File: src/rtl/evt_counter_pkg.sv
package evt_counter_pkg;

  localparam int unsigned CNT_W = 16;

  localparam logic [1:0] ADDR_CFG    = 2'd0;
  localparam logic [1:0] ADDR_RELOAD = 2'd1;
  localparam logic [1:0] ADDR_CTRL   = 2'd2;
  localparam logic [1:0] ADDR_CLR    = 2'd3;

  localparam logic [1:0] OPMODE_EVENT = 2'b01;

  // Configuration byte, most significant field first.
  typedef struct packed {
    logic       src_int;    // bit 7: count internal source pulses
    logic       free_run;   // bit 6: roll over instead of reload
    logic       rsvd;       // bit 5: kept at 0
    logic       dir_pin;    // bit 4: direction from pin level
    logic       edge_rise;  // bit 3: count rising edges
    logic       pulse_en;   // bit 2: drive pulse output
    logic [1:0] opmode;     // bits 1:0: operating mode
  } cfg_t;

endpackage

File: src/rtl/evt_sync_edge.sv
module evt_sync_edge #(
  parameter int unsigned STAGES = 2
) (
  input  logic clk_i,
  input  logic rst_ni,
  input  logic async_i,
  output logic rise_o,
  output logic fall_o
);

  logic [STAGES-1:0] sync_q, sync_d;
  logic              prev_q, prev_d;
  logic              lvl;

  assign lvl = sync_q[STAGES-1];

  always_comb begin
    sync_d = {sync_q[STAGES-2:0], async_i};
    prev_d = lvl;
  end

  always_ff @(posedge clk_i or negedge rst_ni) begin
    if (!rst_ni) begin
      sync_q <= '0;
      prev_q <= 1'b0;
    end else begin
      sync_q <= sync_d;
      prev_q <= prev_d;
    end
  end

  assign rise_o = lvl & ~prev_q;
  assign fall_o = ~lvl & prev_q;

  // a detected edge lasts exactly one cycle
  a_r3_rise_single: assert property (@(posedge clk_i) disable iff (!rst_ni)
    rise_o |=> !rise_o);
  a_r3_fall_single: assert property (@(posedge clk_i) disable iff (!rst_ni)
    fall_o |=> !fall_o);

endmodule

File: src/rtl/evt_regs.sv
module evt_regs
  import evt_counter_pkg::*;
#(
  parameter int unsigned W = CNT_W
) (
  input  logic         clk_i,
  input  logic         rst_ni,
  input  logic         wr_en_i,
  input  logic [1:0]   wr_addr_i,
  input  logic [W-1:0] wr_data_i,
  output cfg_t         cfg_o,
  output logic [W-1:0] reload_o,
  output logic         run_o,
  output logic         up_flag_o,
  output logic         reload_wr_o,
  output logic [W-1:0] load_val_o,
  output logic         irq_clr_o
);

  cfg_t         cfg_q, cfg_d;
  logic [W-1:0] reload_q, reload_d;
  logic         run_q, run_d;
  logic         up_q, up_d;
  logic         cfg_we, reload_we, ctrl_we;

  assign cfg_we    = wr_en_i && (wr_addr_i == ADDR_CFG);
  assign reload_we = wr_en_i && (wr_addr_i == ADDR_RELOAD);
  assign ctrl_we   = wr_en_i && (wr_addr_i == ADDR_CTRL);

  always_comb begin
    cfg_d    = cfg_q;
    reload_d = reload_q;
    run_d    = run_q;
    up_d     = up_q;
    if (cfg_we) begin
      cfg_d      = cfg_t'(wr_data_i[7:0]);
      cfg_d.rsvd = 1'b0;
    end
    if (reload_we) reload_d = wr_data_i;
    if (ctrl_we) begin
      run_d = wr_data_i[0];
      up_d  = wr_data_i[1];
    end
  end

  always_ff @(posedge clk_i or negedge rst_ni) begin
    if (!rst_ni) begin
      cfg_q    <= '0;
      reload_q <= '0;
      run_q    <= 1'b0;
      up_q     <= 1'b0;
    end else begin
      cfg_q    <= cfg_d;
      reload_q <= reload_d;
      run_q    <= run_d;
      up_q     <= up_d;
    end
  end

  assign cfg_o       = cfg_q;
  assign reload_o    = reload_q;
  assign run_o       = run_q;
  assign up_flag_o   = up_q;
  assign reload_wr_o = reload_we;
  assign load_val_o  = wr_data_i;
  assign irq_clr_o   = wr_en_i && (wr_addr_i == ADDR_CLR);

endmodule

File: src/rtl/evt_core.sv
module evt_core
  import evt_counter_pkg::*;
#(
  parameter int unsigned W = CNT_W
) (
  input  logic         clk_i,
  input  logic         rst_ni,
  input  cfg_t         cfg_i,
  input  logic [W-1:0] reload_i,
  input  logic         run_i,
  input  logic         up_flag_i,
  input  logic         dir_pin_i,
  input  logic         rise_i,
  input  logic         fall_i,
  input  logic         int_src_i,
  input  logic         reload_wr_i,
  input  logic [W-1:0] load_val_i,
  input  logic         irq_clr_i,
  output logic [W-1:0] count_o,
  output logic         irq_o,
  output logic         pulse_o
);

  localparam logic [W-1:0] CNT_MAX = '1;
  localparam logic [W-1:0] CNT_MIN = '0;

  logic [W-1:0] cnt_q, cnt_d;
  logic         irq_q, irq_d;
  logic         pls_q, pls_d;
  logic         active, hit, step, up, wrap, direct_load;

  always_comb begin
    active      = run_i && (cfg_i.opmode == OPMODE_EVENT);
    if (cfg_i.src_int) hit = int_src_i;
    else               hit = cfg_i.edge_rise ? rise_i : fall_i;
    step        = active && hit;
    up          = cfg_i.dir_pin ? dir_pin_i : up_flag_i;
    wrap        = step && (up ? (cnt_q == CNT_MAX) : (cnt_q == CNT_MIN));
    direct_load = reload_wr_i && !run_i;

    cnt_d = cnt_q;
    if (direct_load) begin
      cnt_d = load_val_i;
    end else if (wrap) begin
      if (cfg_i.free_run) cnt_d = up ? CNT_MIN : CNT_MAX;
      else                cnt_d = reload_i;
    end else if (step) begin
      cnt_d = up ? cnt_q + 1'b1 : cnt_q - 1'b1;
    end

    irq_d = wrap | (irq_q & ~irq_clr_i);
    pls_d = pls_q ^ (wrap & cfg_i.pulse_en);
  end

  always_ff @(posedge clk_i or negedge rst_ni) begin
    if (!rst_ni) begin
      cnt_q <= '0;
      irq_q <= 1'b0;
      pls_q <= 1'b0;
    end else begin
      cnt_q <= cnt_d;
      irq_q <= irq_d;
      pls_q <= pls_d;
    end
  end

  assign count_o = cnt_q;
  assign irq_o   = irq_q;
  assign pulse_o = pls_q;

  // no event outside event mode or while stopped moves the count
  a_r2_idle_hold: assert property (@(posedge clk_i) disable iff (!rst_ni)
    (!active && !direct_load) |=> $stable(cnt_q));
  // reload type lands on the reload value after a wrap
  a_r6_reload_on_wrap: assert property (@(posedge clk_i) disable iff (!rst_ni)
    (wrap && !cfg_i.free_run && !direct_load) |=> (cnt_q == $past(reload_i)));
  // free-run overflow lands on zero
  a_r7_free_overflow: assert property (@(posedge clk_i) disable iff (!rst_ni)
    (wrap && cfg_i.free_run && up && !direct_load) |=> (cnt_q == CNT_MIN));
  // the interrupt flag stays set until cleared
  a_r8_irq_sticky: assert property (@(posedge clk_i) disable iff (!rst_ni)
    (irq_q && !irq_clr_i) |=> irq_q);
  // an enabled pulse toggles on each wrap
  a_r9_pulse_toggle: assert property (@(posedge clk_i) disable iff (!rst_ni)
    (wrap && cfg_i.pulse_en) |=> (pls_q != $past(pls_q)));

endmodule

File: src/rtl/evt_counter_top.sv
module evt_counter_top
  import evt_counter_pkg::*;
#(
  parameter int unsigned W           = CNT_W,
  parameter int unsigned SYNC_STAGES = 2
) (
  input  logic         clk_i,
  input  logic         rst_ni,
  input  logic         wr_en_i,
  input  logic [1:0]   wr_addr_i,
  input  logic [W-1:0] wr_data_i,
  input  logic         evt_i,
  input  logic         int_src_i,
  input  logic         dir_pin_i,
  output logic [W-1:0] count_o,
  output logic         wrap_irq_o,
  output logic         pulse_o,
  output logic         pulse_oe_o
);

  logic [1:0]   rst_pipe_q;
  logic         rst_n;
  cfg_t         cfg;
  logic [W-1:0] reload, load_val;
  logic         run, up_flag, reload_wr, irq_clr;
  logic         rise, fall, pls;

  // Reset asserts at once and leaves after two clock edges.
  always_ff @(posedge clk_i or negedge rst_ni) begin
    if (!rst_ni) rst_pipe_q <= 2'b00;
    else         rst_pipe_q <= {rst_pipe_q[0], 1'b1};
  end
  assign rst_n = rst_pipe_q[1];

  evt_sync_edge #(.STAGES(SYNC_STAGES)) u_sync (
    .clk_i   (clk_i),
    .rst_ni  (rst_n),
    .async_i (evt_i),
    .rise_o  (rise),
    .fall_o  (fall)
  );

  evt_regs #(.W(W)) u_regs (
    .clk_i       (clk_i),
    .rst_ni      (rst_n),
    .wr_en_i     (wr_en_i),
    .wr_addr_i   (wr_addr_i),
    .wr_data_i   (wr_data_i),
    .cfg_o       (cfg),
    .reload_o    (reload),
    .run_o       (run),
    .up_flag_o   (up_flag),
    .reload_wr_o (reload_wr),
    .load_val_o  (load_val),
    .irq_clr_o   (irq_clr)
  );

  evt_core #(.W(W)) u_core (
    .clk_i       (clk_i),
    .rst_ni      (rst_n),
    .cfg_i       (cfg),
    .reload_i    (reload),
    .run_i       (run),
    .up_flag_i   (up_flag),
    .dir_pin_i   (dir_pin_i),
    .rise_i      (rise),
    .fall_i      (fall),
    .int_src_i   (int_src_i),
    .reload_wr_i (reload_wr),
    .load_val_i  (load_val),
    .irq_clr_i   (irq_clr),
    .count_o     (count_o),
    .irq_o       (wrap_irq_o),
    .pulse_o     (pls)
  );

  // The pin is driven only when pulse output is on and not sensed for direction.
  assign pulse_oe_o = cfg.pulse_en & ~cfg.dir_pin;
  assign pulse_o    = pls & pulse_oe_o;

  // an undriven pin shows no pulse level
  a_r9_idle_low: assert property (@(posedge clk_i) disable iff (!rst_n)
    !pulse_oe_o |-> !pulse_o);
  // a direction taken from the pin keeps the output disabled
  a_r10_pin_input: assert property (@(posedge clk_i) disable iff (!rst_n)
    (cfg.dir_pin && up_flag !== 1'bx) |-> !pulse_oe_o);

endmodule

File: config.mk
export PLATFORM = sky130hd
export DESIGN_NAME = evt_counter_top
export DESIGN_NICKNAME = d
export VERILOG_FILES = /design/src/rtl/evt_counter_pkg.sv /design/src/rtl/evt_sync_edge.sv /design/src/rtl/evt_regs.sv /design/src/rtl/evt_core.sv /design/src/rtl/evt_counter_top.sv
export SDC_FILE = /design/constraint.sdc
export NUM_CORES = 1
export LEC_CHECK = 0
export ABC_AREA = 1
export CORE_AREA = 4 4 96 98
export DETAILED_ROUTE_END_ITERATION = 8
export DIE_AREA = 0 0 100 102
export PLACE_DENSITY = 0.61
export SYNTH_ARGS = -nofsm -noshare
export SYNTH_HDL_FRONTEND = slang
export SYNTH_SLANG_ARGS = --single-unit
File: constraint.sdc
create_clock -name clk_i -period 1.4 [get_ports clk_i]
set_input_delay 0.21 -clock clk_i [delete_from_list [all_inputs] [get_ports clk_i]]
set_output_delay 0.21 -clock clk_i [all_outputs]
set_load 0.1 [all_outputs]
==> reports/metrics.cfg <==
[run_status]
status = finished with violations
violations = negative setup slack

[global_routing]
grt_overflow = 0
grt_pass1_wl_um = 17100
grt_use_total_pct = 21.1
grt_pass1_vias = 3628
antenna_found_initial = 0
grt_max_degree = 45

[pwr]
powerDensity_mw_per_mm2 = 2500
max-vdd-ir-drop_v = 0.00112
total_power_mw = 13.6
leakagePower_nw = 2.55

[flow_run]
max_cap_violations = 0

[synthesis]
synth_compound_area_share_pct = 13.9
synth_top_family_by_area = simple AND/OR/NAND/NOR gates
yosys_warnings = 0
netlist_instances = 472
ys_ff_latch = 48
synth_edf_count = 0
ys.flop_type = dfrtp_1
synth_xor_area_share_pct = 1.88
avgSynthCellArea_um2 = 6.89
yosysSeqAreaShare_pct = 36.9
synth_adder_area_share_pct = 6.77
synth-simple-area-share_pct = 31.3
syn_nets = 513
synthMuxAreaShare_pct = 0
ys_types = 36
syn-cell-area_mm2 = 0.00325
async_reset_ff_share_pct = 100

[worst_setup_path]
end_kind = flop
worstPathArrival_ns = 2.34
slowest_delay_ns = 0.43
path_max_fanout = 8
required_ns = 1.61
cp_slowest_cell = dfrtp_1
path_cells = inv_2 -> nand2_2 -> nand2_4 -> inv_6 -> buf_16 -> ha_4 -> nand2_1 -> nor2_2 -> and2_1 -> nand2_1 -> nand2_1 -> nand2_1 -> nand3_1 -> nand2_1 -> nand2_1 -> nand2_1
cp-start-kind = flop
cp_num_buf_inv = 3
cpMostUsedCell = nand2_1
critPathKind = reg -> reg
crit_family = simple AND/OR/NAND/NOR gates

[routing]
firstDrtPassIters = 4
drt-total-wl_um = 10900
drtAntennaViolNets = 0
wl_per_cell_um = 15.4
routed_via_density = 5.07
vias = 3598
drt_iter0_drc = 204
drc = 0

[sta]
period_minus_slack_ns = 2.13
hold_viol = 0
fin_setup_tns_ns = -10.88
fin_ws_ns = -0.730
slew_violations = 0
fmax_mhz = 469
setup_viol = 20
finClkSkew_ns = 0.00354
period_share_pct = 152
hold-worst-slack_ns = 0.0536
rsz0062_at_grt = yes

[cts]
clkLatencyLatePin_ns = 0.30
clock_path_buffers = 2
root_buffer = clkbuf_8
cts_sinks = 48
numCtsBuffers = 5
clk_pin_slew_ns = 0.09
htreeDepth = 2
cts_tree = done

[placed_design]
place_area_mm2 = 0.00457
gp_congestion = 0.918
dp_hpwl_um = 7450
io_buffers = 42
post-place-ws_ns = -1.03

[layout]
drive_gt1_share_pct = 38.4
area_growth_pct = 66.4
final_cell_area_mm2 = 0.00541
nets = 641
antennaDiodeCount = 0

[floorplan]
die_area_mm2 = 0.0102
die_y_um = 102
start_util_pct = 38.4
core_area_mm2 = 0.00847
ios = 43
rows = 34
die_w_um = 100

[worst_hold_path]
hold_path_class = in -> async

registers in the layout, summed over array words and instances, names as in the netlist:
register          count
rst_pipe_q            2
u_core.count_o       16
u_core.irq_o          1
u_core.pulse_o        1
u_regs.cfg_o          7
u_regs.reload_o      16
u_regs.run_o          1
u_regs.up_flag_o      1
u_sync.prev_q         1
u_sync.sync_q         2
timing repair:
| action | CTS | global route |
|---|---|---|
| setup buffers | 11 | 8 |
| gates cloned | 2 | 1 |
| pin swaps | 26 | 27 |
| setup endpoints to repair | 21 | 22 |
| resized for setup | 87 | 42 |
| hold buffers | 0 | 0 |
per-stage QoR:
stage / util [%] / cells
2_1_floorplan: - / 472
3_3_place_gp: 54.0 / 682
3_5_place_dp: 54.0 / 682
4_1_cts: 61.2 / 700
5_1_grt: 64.0 / 709
6_report: 64.0 / 709
cell families after synthesis:
group	after synthesis
other	1
AOI/OAI and AO/OA	85
and+or+nand+nor	238
DFF	48
adders and majority gates	17
buffers and inverters	76
xor gates and xnor gates	7
final timing paths:
kind,start,endpoint,slack (ns),cells after the start
worst max-delay path,u_regs.cfg_o[4],u_core.count_o[14],-0.73,16
worst min-delay path,rst_ni,rst_pipe_q[0],0.05,1
worst max register to register,u_regs.cfg_o[4],u_core.count_o[14],-0.73,16
worst min register to register,rst_pipe_q[1],u_core.irq_o,0.06,0
max in group asynchronous,rst_pipe_q[1],u_core.count_o[6],0.87,1
min in group clk_i,evt_i,u_sync.sync_q[0],0.33,1
power by group:
part,total [mW],switching [mW],internal (mW),leakage [nW]
clock,0.860,0.503,0.357,0.0414
combinational,10.4,5.82,4.56,1.95
sequential,2.32,0.422,1.89,0.564
worst reg2reg max path, delay by kind of cell, from the launching register on:
family,cells,cell delay (ns)
buffers and inverters,3,0.29
adders and majority gates,1,0.31
and+or+nand+nor,12,1.00
DFF,1,0.43
layout by cell type, fill, tap and decap left out, drive strengths merged:
cell,instances
or2,2
clkinv,1
nand4,5
fa,1
buf,106
nor3,2
ha,16
conb,1
nand2,143
nand3,39
dfrtp,48
clkdlybuf4s50,23
and3,1
and2,1
nand3b,1
clkbuf,6
o21ai,46
a21o,3
a31oi,1
xor2,4
inv,67
o31ai,1
o21bai,2
nor2,45
o22ai,3
o21a,1
clkinvlp,1
xnor2,3
a21oi,28
synthesized netlist by cell type, types with 2 or more instances:
master	n	share of area, %
nand2_1	141	16
inv_1	63	7.3
dfrtp_1	48	37
o21ai_0	43	6.6
nor2_1	41	4.7
nand3_1	38	5.8
a21oi_1	28	4.3
ha_1	16	6.2
clkbuf_1	6	0.69
nand4_1	5	0.96
inv_2	4	0.46
xor2_1	4	1.1
a21o_1	3	0.69
o22ai_1	3	0.58
xnor2_1	3	0.81
nand2_2	2	0.38
nor2_2	2	0.38
o21ai_1	2	0.31
o21bai_1	2	0.46
or2_2	2	0.38
final cells by class:
class                   count  area (µm²)
well taps                 108         135
clock buffers               6        72.6
inverters                  67         256
flip-flops and latches     48        1260
multi-input cells         349        2280
fillers                   667        3050
clock inverters             2        16.3
repair buffers            129        1390
metal layers:
metal	up-vias	wire (µm)	global-route usage [%]
met5	-	0	0
met4	0	356	8.39
met3	31	579	2.66
met2	106	5420	37.0
met1	1700	4560	26.6
li1	1761	-	-
Note: power is estimated with default switching activity, not from simulation.
